<file path="src/rtl/wdt_pkg.sv">
package wdt_pkg;

  localparam int CTRL_W      = 4;
  localparam int BIT_RESTART = 0;
  localparam int BIT_RST_EN  = 1;
  localparam int BIT_CAUSE   = 2;
  localparam int BIT_IFLAG   = 3;

  // Packed so that the register image matches the bit positions above.
  typedef struct packed {
    logic iflag;
    logic cause;
    logic rst_en;
    logic restart;
  } wdt_ctrl_t;

endpackage

</file>
<file path="src/rtl/wdt_counter.sv">
module wdt_counter #(
  parameter int BASE_LOG2 = 17,
  parameter int STEP_LOG2 = 3,
  parameter int SEL_W     = 2
) (
  input  logic             clk,
  input  logic             rst_n,
  input  logic             restart,
  input  logic [SEL_W-1:0] tmo_sel,
  output logic             tmo
);

  localparam int NSEL = 1 << SEL_W;
  localparam int CW   = BASE_LOG2 + STEP_LOG2 * (NSEL - 1);

  logic [CW-1:0]   cnt_q;
  logic [CW-1:0]   cnt_d;
  logic [NSEL-1:0] at_end;

  // One terminal comparator per selectable length.
  for (genvar g = 0; g < NSEL; g++) begin : g_term
    localparam int L = BASE_LOG2 + STEP_LOG2 * g;
    localparam logic [CW:0] LAST = ({{CW{1'b0}}, 1'b1} << L) - 1'b1;
    assign at_end[g] = ({1'b0, cnt_q} >= LAST);
  end

  assign tmo = at_end[tmo_sel] & ~restart;

  always_comb begin
    cnt_d = cnt_q + 1'b1;
    if (restart || tmo) begin
      cnt_d = '0;
    end
  end

  always_ff @(posedge clk or negedge rst_n) begin
    if (!rst_n) begin
      cnt_q <= '0;
    end else begin
      cnt_q <= cnt_d;
    end
  end

endmodule

</file>
<file path="src/rtl/wdt_regs.sv">
module wdt_regs
  import wdt_pkg::*;
(
  input  logic              clk,
  input  logic              rst_n,
  input  logic              wr_hit,
  input  logic [CTRL_W-1:0] wbits,
  input  logic              prot_ok,
  input  logic              tmo,
  output wdt_ctrl_t         ctrl_q,
  output logic              restart,
  output logic              rst_req_q
);

  wdt_ctrl_t ctrl_d;
  logic      fire;
  logic      rst_req_d;

  assign restart = wr_hit & wbits[BIT_RESTART];
  assign fire    = tmo & ctrl_q.rst_en;

  always_comb begin
    ctrl_d         = ctrl_q;
    ctrl_d.restart = restart;

    if (wr_hit) begin
      ctrl_d.rst_en = wbits[BIT_RST_EN];
    end
    if (wr_hit && !wbits[BIT_CAUSE]) begin
      ctrl_d.cause = 1'b0;
    end
    if (wr_hit && wbits[BIT_IFLAG]) begin
      ctrl_d.iflag = 1'b1;
    end else if (wr_hit && prot_ok) begin
      ctrl_d.iflag = 1'b0;
    end

    // Hardware events take priority over software in the same cycle.
    if (tmo) begin
      ctrl_d.iflag = 1'b1;
    end
    if (fire) begin
      ctrl_d.rst_en = 1'b0;
      ctrl_d.cause  = 1'b1;
    end
    rst_req_d = fire;
  end

  always_ff @(posedge clk or negedge rst_n) begin
    if (!rst_n) begin
      ctrl_q    <= '0;
      rst_req_q <= 1'b0;
    end else begin
      ctrl_q    <= ctrl_d;
      rst_req_q <= rst_req_d;
    end
  end

endmodule

</file>
<file path="src/rtl/wdt_rdmux.sv">
module wdt_rdmux
  import wdt_pkg::*;
#(
  parameter int               ADDR_W    = 8,
  parameter int               DATA_W    = 8,
  parameter logic [ADDR_W-1:0] CTRL_ADDR = 8'hD8
) (
  input  logic              sel,
  input  logic [ADDR_W-1:0] addr,
  input  wdt_ctrl_t         ctrl,
  output logic [DATA_W-1:0] rdata
);

  always_comb begin
    rdata = '0;
    if (sel && (addr == CTRL_ADDR)) begin
      rdata[CTRL_W-1:0] = ctrl;
    end
  end

endmodule

</file>
<file path="src/rtl/wdt_ctrl.sv">
module wdt_ctrl
  import wdt_pkg::*;
#(
  parameter int                ADDR_W    = 8,
  parameter int                DATA_W    = 8,
  parameter logic [ADDR_W-1:0] CTRL_ADDR = 8'hD8,
  parameter int                BASE_LOG2 = 17,
  parameter int                STEP_LOG2 = 3,
  parameter int                SEL_W     = 2
) (
  input  logic              clk,
  input  logic              rst_n,
  input  logic              bus_sel,
  input  logic              bus_we,
  input  logic [ADDR_W-1:0] bus_addr,
  input  logic [DATA_W-1:0] bus_wdata,
  output logic [DATA_W-1:0] bus_rdata,
  input  logic              wr_prot_ok,
  input  logic [SEL_W-1:0]  tmo_sel,
  input  logic              irq_en,
  output logic              irq,
  output logic              sys_rst_req
);

  logic      rst_meta_n;
  logic      rst_sync_n;
  logic      wr_hit;
  logic      restart;
  logic      tmo;
  wdt_ctrl_t ctrl_q;

  // Asserted asynchronously, released on the second clock edge.
  always_ff @(posedge clk or negedge rst_n) begin
    if (!rst_n) begin
      rst_meta_n <= 1'b0;
      rst_sync_n <= 1'b0;
    end else begin
      rst_meta_n <= 1'b1;
      rst_sync_n <= rst_meta_n;
    end
  end

  assign wr_hit = bus_sel & bus_we & (bus_addr == CTRL_ADDR);

  wdt_counter #(
    .BASE_LOG2(BASE_LOG2),
    .STEP_LOG2(STEP_LOG2),
    .SEL_W    (SEL_W)
  ) u_cnt (
    .clk    (clk),
    .rst_n  (rst_sync_n),
    .restart(restart),
    .tmo_sel(tmo_sel),
    .tmo    (tmo)
  );

  wdt_regs u_regs (
    .clk      (clk),
    .rst_n    (rst_sync_n),
    .wr_hit   (wr_hit),
    .wbits    (bus_wdata[CTRL_W-1:0]),
    .prot_ok  (wr_prot_ok),
    .tmo      (tmo),
    .ctrl_q   (ctrl_q),
    .restart  (restart),
    .rst_req_q(sys_rst_req)
  );

  wdt_rdmux #(
    .ADDR_W   (ADDR_W),
    .DATA_W   (DATA_W),
    .CTRL_ADDR(CTRL_ADDR)
  ) u_rd (
    .sel  (bus_sel),
    .addr (bus_addr),
    .ctrl (ctrl_q),
    .rdata(bus_rdata)
  );

  assign irq = ctrl_q.iflag & irq_en;

endmodule

</file>
<file path="config.mk">
export PLATFORM = sky130hd
export DESIGN_NAME = wdt_ctrl
export DESIGN_NICKNAME = d
export VERILOG_FILES = /design/src/rtl/wdt_pkg.sv /design/src/rtl/wdt_counter.sv /design/src/rtl/wdt_regs.sv /design/src/rtl/wdt_rdmux.sv /design/src/rtl/wdt_ctrl.sv
export SDC_FILE = /design/constraint.sdc
export NUM_CORES = 1
export LEC_CHECK = 0
export BUFFER_PORTS_ARGS = -buffer_cell sky130_fd_sc_hd__buf_2
export CAP_MARGIN = 10
export CORE_ASPECT_RATIO = 2
export CORE_MARGIN = 2
export CORE_UTILIZATION = 54
export DETAILED_ROUTE_END_ITERATION = 16
export PLACE_DENSITY = 0.87
export REMOVE_ABC_BUFFERS = 1
export SLEW_MARGIN = 30
export SYNTH_ARGS = -nofsm -noshare
export SYNTH_HDL_FRONTEND = slang
export SYNTH_SLANG_ARGS = --single-unit
</file>
<file path="constraint.sdc">
create_clock -name clk -period 1.2 [get_ports clk]
set_input_delay 0.18 -clock clk [delete_from_list [all_inputs] [get_ports clk]]
set_output_delay 0.18 -clock clk [all_outputs]
set_load 0.005 [all_outputs]
</file>
==> results of run 1 <==
[cells in the final DEF (no fill, tap or decap), types with 2 or more instances in the layout]
master and instances:
sky130_fd_sc_hd__buf_6 8, sky130_fd_sc_hd__xor2_1 15, sky130_fd_sc_hd__nor3_1 3, sky130_fd_sc_hd__and2_4 3, sky130_fd_sc_hd__buf_12 2, sky130_fd_sc_hd__a31oi_1 2
sky130_fd_sc_hd__nor2_1 22, sky130_fd_sc_hd__xnor2_1 9, sky130_fd_sc_hd__conb_1 5, sky130_fd_sc_hd__dfrtp_1 33, sky130_fd_sc_hd__nand2_1 11, sky130_fd_sc_hd__nand4_1 11
sky130_fd_sc_hd__nand3_2 2, sky130_fd_sc_hd__nor2_2 9, sky130_fd_sc_hd__inv_1 6, sky130_fd_sc_hd__o21ai_2 2, sky130_fd_sc_hd__and3_1 7, sky130_fd_sc_hd__buf_4 49
sky130_fd_sc_hd__nand3_1 4, sky130_fd_sc_hd__buf_2 20, sky130_fd_sc_hd__and2_1 2, sky130_fd_sc_hd__nor4_4 3, sky130_fd_sc_hd__clkbuf_8 6
[cells in the mapped netlist (3+ instances only)]
master and n:
sky130_fd_sc_hd__nand2_1 11, sky130_fd_sc_hd__o21ai_0 3, sky130_fd_sc_hd__and3_1 8, sky130_fd_sc_hd__buf_4 4, sky130_fd_sc_hd__dfrtp_1 33, sky130_fd_sc_hd__nand4_1 11, sky130_fd_sc_hd__xor2_1 15, sky130_fd_sc_hd__and2_1 5
sky130_fd_sc_hd__nor3_1 4, sky130_fd_sc_hd__inv_1 6, sky130_fd_sc_hd__nor2_1 32, sky130_fd_sc_hd__xnor2_1 9, sky130_fd_sc_hd__nand3_1 6
[power by group through the flow]
stage	clock network [mW]	logic (mW)	registers, mW
6_report	0.831	0.721	1.33
2_1_floorplan	0	0.238	1.36
3_5_place_dp	0	0.618	1.32
3_3_place_gp	0	0.579	1.31
4_1_cts	0.838	0.688	1.32
5_1_grt	0.905	0.783	1.33
[area by class of cell]
cell class	instances	area (um2)
inverter	6	22.5
clock buffer	7	86.3
timing repair buffer	80	608
multi-input combinational	132	975
fill	169	564
sequential	33	826
tap	31	38.8
[registers in the layout, indices dropped and copies added (netlist names)]
register / flops
rst_meta_n: 1
rst_sync_n: 1
u_cnt.cnt_q: 26
u_regs.ctrl_q: 4
u_regs.rst_req_q: 1
[per-layer routing]
layer / up-vias / global-route usage / share of wire
met5: - / 0 / 0
met4: 0 / 0.165 / 0.033
met3: 22 / 0.0538 / 0.046
met2: 68 / 0.549 / 0.60
met1: 832 / 0.273 / 0.32
li1: 761 / - / -
[critical path, stage by stage, from the launching register on]
cell and delay, ns:
sky130_fd_sc_hd__dfrtp_1 0.43, sky130_fd_sc_hd__nor4_4 0.37, sky130_fd_sc_hd__o2111ai_2 0.22, sky130_fd_sc_hd__a31oi_4 0.29, sky130_fd_sc_hd__o21ai_4 0.10, sky130_fd_sc_hd__buf_12 0.17
sky130_fd_sc_hd__nor2_1 0.13
[how the worst max path moves through the flow]
stage          depth (start not counted)                       from  slack [ns]                      endpoint
2_1_floorplan                          6   u_cnt.cnt_q[0]$_DFF_PN0_       -0.65     u_cnt.cnt_q[10]$_DFF_PN0_
3_3_place_gp                           5  u_cnt.cnt_q[22]$_DFF_PN0_       -0.52  u_regs.ctrl_q[2]$_DFFE_PN0P_
3_5_place_dp                           5  u_cnt.cnt_q[22]$_DFF_PN0_       -0.57  u_regs.ctrl_q[2]$_DFFE_PN0P_
4_1_cts                                6  u_cnt.cnt_q[21]$_DFF_PN0_       -0.46     u_cnt.cnt_q[14]$_DFF_PN0_
5_1_grt                                6  u_cnt.cnt_q[21]$_DFF_PN0_       -0.65     u_cnt.cnt_q[17]$_DFF_PN0_
6_report                               6  u_cnt.cnt_q[21]$_DFF_PN0_       -0.59     u_cnt.cnt_q[17]$_DFF_PN0_
[cells by family after synthesis]
family	Yosys count
AND/OR/NAND/NOR	87
flip-flops	33
XOR/XNOR	24
AO/OA/AOI/OAI	15
buffers and inverters	15
other	2
adder cells (fa/ha/maj)	1
[per-stage QoR]
step / instance area (um2) / hold slack, ns / cells
after global routing: 2560 / 0.176 / 289
after floorplan: 1690 / -0.116 / 171
final: 2560 / 0.156 / 289
after global placement: 2230 / -0.0360 / 274
after detailed placement: 2230 / -0.0302 / 274
after CTS: 2480 / 0.144 / 287
[what timing repair did]
item,in CTS,in global routing
hold buffers,1,0
buffers inserted,5,2
setup endpoints to repair,34,34
resized for setup,27,15
hold endpoints to repair,2,0
pin swaps,19,8
==> results_dict.tcl, run 1 <==
set metrics [dict create \
    status "complete, but fails checks" \
    failed_checks "setup timing" \
    drt-wirelength-per-cell_um 18.5 \
    synth_top_family_by_area "simple AND/OR/NAND/NOR gates" \
    syn_area_per_cell_um2 9.86 \
    comb_power_share 0.250 \
    critical_path.startpoint_type "register" \
    finalWorstSetupSlack_ns -0.588 \
    hold_class "input port to register" \
    critical_path.reg2reg.startpoint "u_cnt.cnt_q[21]$_DFF_PN0_" \
    arithmetic_cell_share_of_the_synthesized_area_counting_full_adders_half_adders_and_majority_gates 0.00717 \
    tritoncts_num_sinks 33 \
    synth_compound_gate_area_share 0.0710 \
    grt.overflow.total 0 \
    core-area_um2 3120 \
    numCtsBuffers 5 \
    drt_first_iter_violations 38 \
    num_antenna_cells 0 \
    synthesis.instances 177 \
    synth_enable_flop_cells 0 \
    dp_hpwl_um 3180 \
    finalCritPeriodShare 1.49 \
    critical_path.max_fanout 26 \
    achievable_clock_frequency_ghz 0.559 \
    ys_seq_area_frac 0.473 \
    io_buffer_count 25 \
    floorplan.die.height_um 84.4 \
    area_grow_syn2layout_pct 46.5 \
    post_synth_mux_area_share 0 \
    initial_utilization 0.559 \
    path_class "register to register" \
    count_of_state_elements_after_synthesis 33 \
    clock_path_buffers 2 \
    final.setup_skew_ns 0.0115 \
    ys_dominant_reg_cell "sky130_fd_sc_hd__dfrtp_1" \
    sink_of_the_worst_hold_path "u_regs.ctrl_q[3]$_DFFE_PN0P_" \
    timing.rr.end "u_cnt.cnt_q[17]$_DFF_PN0_" \
    post-route-util 0.819 \
    rows 29 \
    switching_share 0.284 \
    timing.setup.tns_ns -17.20 \
    first_global_vias 1809 \
    cts.reportedPaths.clkPinSlew_ns 0.07 \
    clock_tree.root_cell "sky130_fd_sc_hd__clkbuf_8" \
    critPathCaptureType "register" \
    route.vias.total 1683 \
    cell_internal_pwr_mw 2.06 \
    grt_pass1_wl_um 7960 \
    pwr_total_mw 2.88 \
    number_of_iterations_in_the_first_detailed_routing_pass 6 \
    worst_skew_pair.late_latency_ns 0.29 \
    antenna_left 0 \
    ios 34 \
    hold-path-cell-count 3 \
    die-width_um 44.2 \
    detail_route.vias_per_cell 5.82 \
    nNetsFinal 283 \
    worstPathArrival_ns 2.01 \
    critical_path_required_ns 1.42 \
    timing.final.setup_violations 34 \
    slew_viol_final 0 \
    p_per_area_nw_per_um2 1130 \
    gp_congestion 0.902 \
    syn-cell-area_um2 1750 \
    netSwitchingPower_mw 0.817 \
    seq_power_share 0.461 \
    synth_top_cell_by_area "sky130_fd_sc_hd__dfrtp_1" \
    r2r_cells 6 \
    die-area_um2 3730 \
    timing.final.hold_violations 0 \
    cts_tree "done" \
    yosys.area_share.xor_xnor 0.120 \
    clock_power_share 0.289 \
    vdd_ir_drop_max_mv 1.35 \
    ys_warn_count 0 \
    synth_largest_type_area_fraction 0.473 \
    fin_crit_ns 1.79 \
    post_place_setup_slack_ns -0.575 \
    grt_max_degree 32 \
    rsz0062_at_grt "true" \
    ys_top_cells_by_area "sky130_fd_sc_hd__dfrtp_1 47%, sky130_fd_sc_hd__xor2_1 7.5%, sky130_fd_sc_hd__nor2_1 6.9%, sky130_fd_sc_hd__xnor2_1 4.5%, sky130_fd_sc_hd__nand4_1 3.9%" \
    drive_gt1_frac 0.457 \
    grt.total_usage 0.293 \
    power.static_leakage_nw 1.28 \
    remaining_drc_errors 0 \
    setup.reg_to_reg.worst_slack_ns -0.59 \
    drv_cap 0 \
    synth-simple-area-share 0.274 \
    synth_async_sr_flop_share 1.00 \
    yosys.cell_types.count 37 \
    clock_tree.htree_level_count 2 \
    wirelength_um 5350 \
    hp-start "bus_wdata[3]" \
    number_of_antenna_violations_at_the_first_check_in_global_routing 0 \
]
(Power assumes the default switching activity.)
==> run 2: changes to the inputs <==
--- a/config.mk
+++ b/config.mk
@@ -10,9 +10,11 @@
 export CORE_ASPECT_RATIO = 2
 export CORE_MARGIN = 2
 export CORE_UTILIZATION = 54
+export CTS_CLUSTER_DIAMETER = 120
 export DETAILED_ROUTE_END_ITERATION = 16
 export PLACE_DENSITY = 0.87
 export REMOVE_ABC_BUFFERS = 1
+export SKIP_LAST_GASP = 1
 export SLEW_MARGIN = 30
 export SYNTH_ARGS = -nofsm -noshare
 export SYNTH_HDL_FRONTEND = slang
==> run 2 against run 1 <==
- the run still ends with setup timing left
- design area down 0.83%
- first-iteration DRC count up 21%
- combinational power down 1%
- sequential cell count unchanged
- largest power group unchanged
==> results_dict.tcl, run 2 (same netlist as run 1, synthesis figures left out) <==
set metrics [dict create \
    gp_congestion 0.902 \
    final_common_cell "sky130_fd_sc_hd__buf_4" \
    drt_first_iter_violations 46 \
    setup.reg_to_reg.worst_slack_ns -0.52 \
    fin_crit_ns 1.72 \
    count_of_fill_cells_added_during_filler_insertion 177 \
    drt-wirelength-per-cell_um 17.7 \
    die-area_um2 3730 \
    timing.final.hold_violations 0 \
    largest_register_ff_count 26 \
    antenna_left 0 \
    hp-start "bus_wdata[3]" \
    critical_path.reg2reg.startpoint "u_cnt.cnt_q[21]$_DFF_PN0_" \
    finalWorstSetupSlack_ns -0.522 \
    rows 29 \
    timing.final.setup_violations 34 \
    die-width_um 44.2 \
    critical_path_required_ns 1.41 \
    route.vias.total 1660 \
    slew_viol_final 0 \
    drive_gt1_frac 0.442 \
    detail_route.vias_per_cell 5.74 \
    grt_pass1_wl_um 7780 \
    cts_tree "done" \
    clock_tree.htree_level_count 2 \
    vdd_ir_drop_max_mv 1.35 \
    reg_top3 "u_cnt.cnt_q: 26 flops, u_regs.ctrl_q: 4 flops" \
    timing.critical_path.from "u_cnt.cnt_q[21]$_DFF_PN0_" \
    layoutNonFillerInstCount 289 \
    power.static_leakage_nw 1.29 \
    initial_utilization 0.559 \
    nNetsFinal 283 \
    final_cell_mix "50 x sky130_fd_sc_hd__buf_4, 33 x sky130_fd_sc_hd__dfrtp_1, 25 x sky130_fd_sc_hd__nor2_1, 20 x sky130_fd_sc_hd__buf_2, 15 x sky130_fd_sc_hd__xor2_1" \
    p_per_area_nw_per_um2 1130 \
    worstPathArrival_ns 1.93 \
    status "complete, but fails checks" \
    timing.setup.tns_ns -15.47 \
    critical_path.startpoint_type "register" \
    rsz0062_at_grt "true" \
    largest-register "u_cnt.cnt_q" \
    grt.overflow.total 0 \
    ios 34 \
    grt_max_degree 32 \
    clock_path_buffers 2 \
    number_of_iterations_in_the_first_detailed_routing_pass 4 \
    cts.reportedPaths.clkPinSlew_ns 0.06 \
    floorplan.die.height_um 84.4 \
    number_of_antenna_violations_at_the_first_check_in_global_routing 0 \
    grt.total_usage 0.286 \
    tritoncts_num_sinks 33 \
    critPathCaptureType "register" \
    drv_cap 0 \
    num_antenna_cells 0 \
    numCtsBuffers 5 \
    core-area_um2 3120 \
    failed_checks "setup timing" \
    hold_class "input port to register" \
    path_class "register to register" \
    achievable_clock_frequency_ghz 0.581 \
    wirelength_um 5120 \
    io_buffer_count 25 \
    area_grow_syn2layout_pct 45.2 \
    worst_skew_pair.late_latency_ns 0.29 \
    timing.hold.ws_ns 0.156 \
    final.setup_skew_ns 0.00626 \
    dp_hpwl_um 3180 \
    remaining_drc_errors 0 \
    clock_tree.root_cell "sky130_fd_sc_hd__clkbuf_8" \
    finalCritPeriodShare 1.44 \
    first_global_vias 1815 \
    placed_cells 274 \
    critical_path.max_fanout 26 \
]
## run 2: cell counts in the layout (fill, tap and decap cells not counted)
Identical to the previous run, type by type.
## run 2: final timing paths
kind / endpoint / depth (start not counted)
worst max-delay path: u_cnt.cnt_q[24]$_DFF_PN0_ / 7
worst min-delay path: u_regs.ctrl_q[3]$_DFFE_PN0P_ / 3
worst max register to register: u_cnt.cnt_q[24]$_DFF_PN0_ / 7
worst min register to register: u_cnt.cnt_q[8]$_DFF_PN0_ / 1
max in group asynchronous: u_cnt.cnt_q[13]$_DFF_PN0_ / 1
min in group asynchronous: rst_meta_n$_DFF_PN0_ / 2
## run 2: final cells by class
cell class	count	area (um2)	area share
multi-input cells	132	957	0.378
flip-flops and latches	33	826	0.326
repair buffers	80	604	0.238
clock buffers	7	86.3	0.0341
well taps	31	38.8	0.0153
inverters	6	22.5	0.00888
## run 2: repair_timing
item	in CTS	in global routing
buffers inserted	5	2
endpoints found under the hold margin	2	0
hold buffers	1	0
resized for setup	25	11
endpoints found under the setup margin	34	34
pin swaps	18	11
## run 2: routing by layer
layer / vias to the layer above / track usage / routed length [um]
li1: 762 / - / -
met1: 822 / 0.259 / 1630
met2: 54 / 0.524 / 3030
met3: 22 / 0.0645 / 235
met4: 0 / 0.185 / 224
met5: - / 0 / 0
## run 2: stage by stage
stage,setup WS [ns],instance area (um2),utilization,total power [mW]
floorplan,-0.654,1690,-,1.60
global placement,-0.517,2230,0.716,1.89
detailed placement,-0.575,2230,0.716,1.94
CTS,-0.456,2480,0.794,2.85
global route,-0.604,2530,0.812,3.00
finish,-0.522,2530,0.812,2.86
## run 2: power by group
part	internal (mW)	total [mW]	switching [mW]
Clock	0.454	0.823	0.369
Combinational	0.383	0.714	0.331
Sequential	1.22	1.33	0.106
## run 2: critical path, stage by stage, from the launching register on
cell	delay, ns
sky130_fd_sc_hd__dfrtp_1	0.42
sky130_fd_sc_hd__nor4_4	0.34
sky130_fd_sc_hd__nand3_2	0.19
sky130_fd_sc_hd__o22ai_2	0.21
sky130_fd_sc_hd__buf_6	0.14
sky130_fd_sc_hd__o21ai_4	0.06
sky130_fd_sc_hd__buf_12	0.16
sky130_fd_sc_hd__nor2_1	0.11
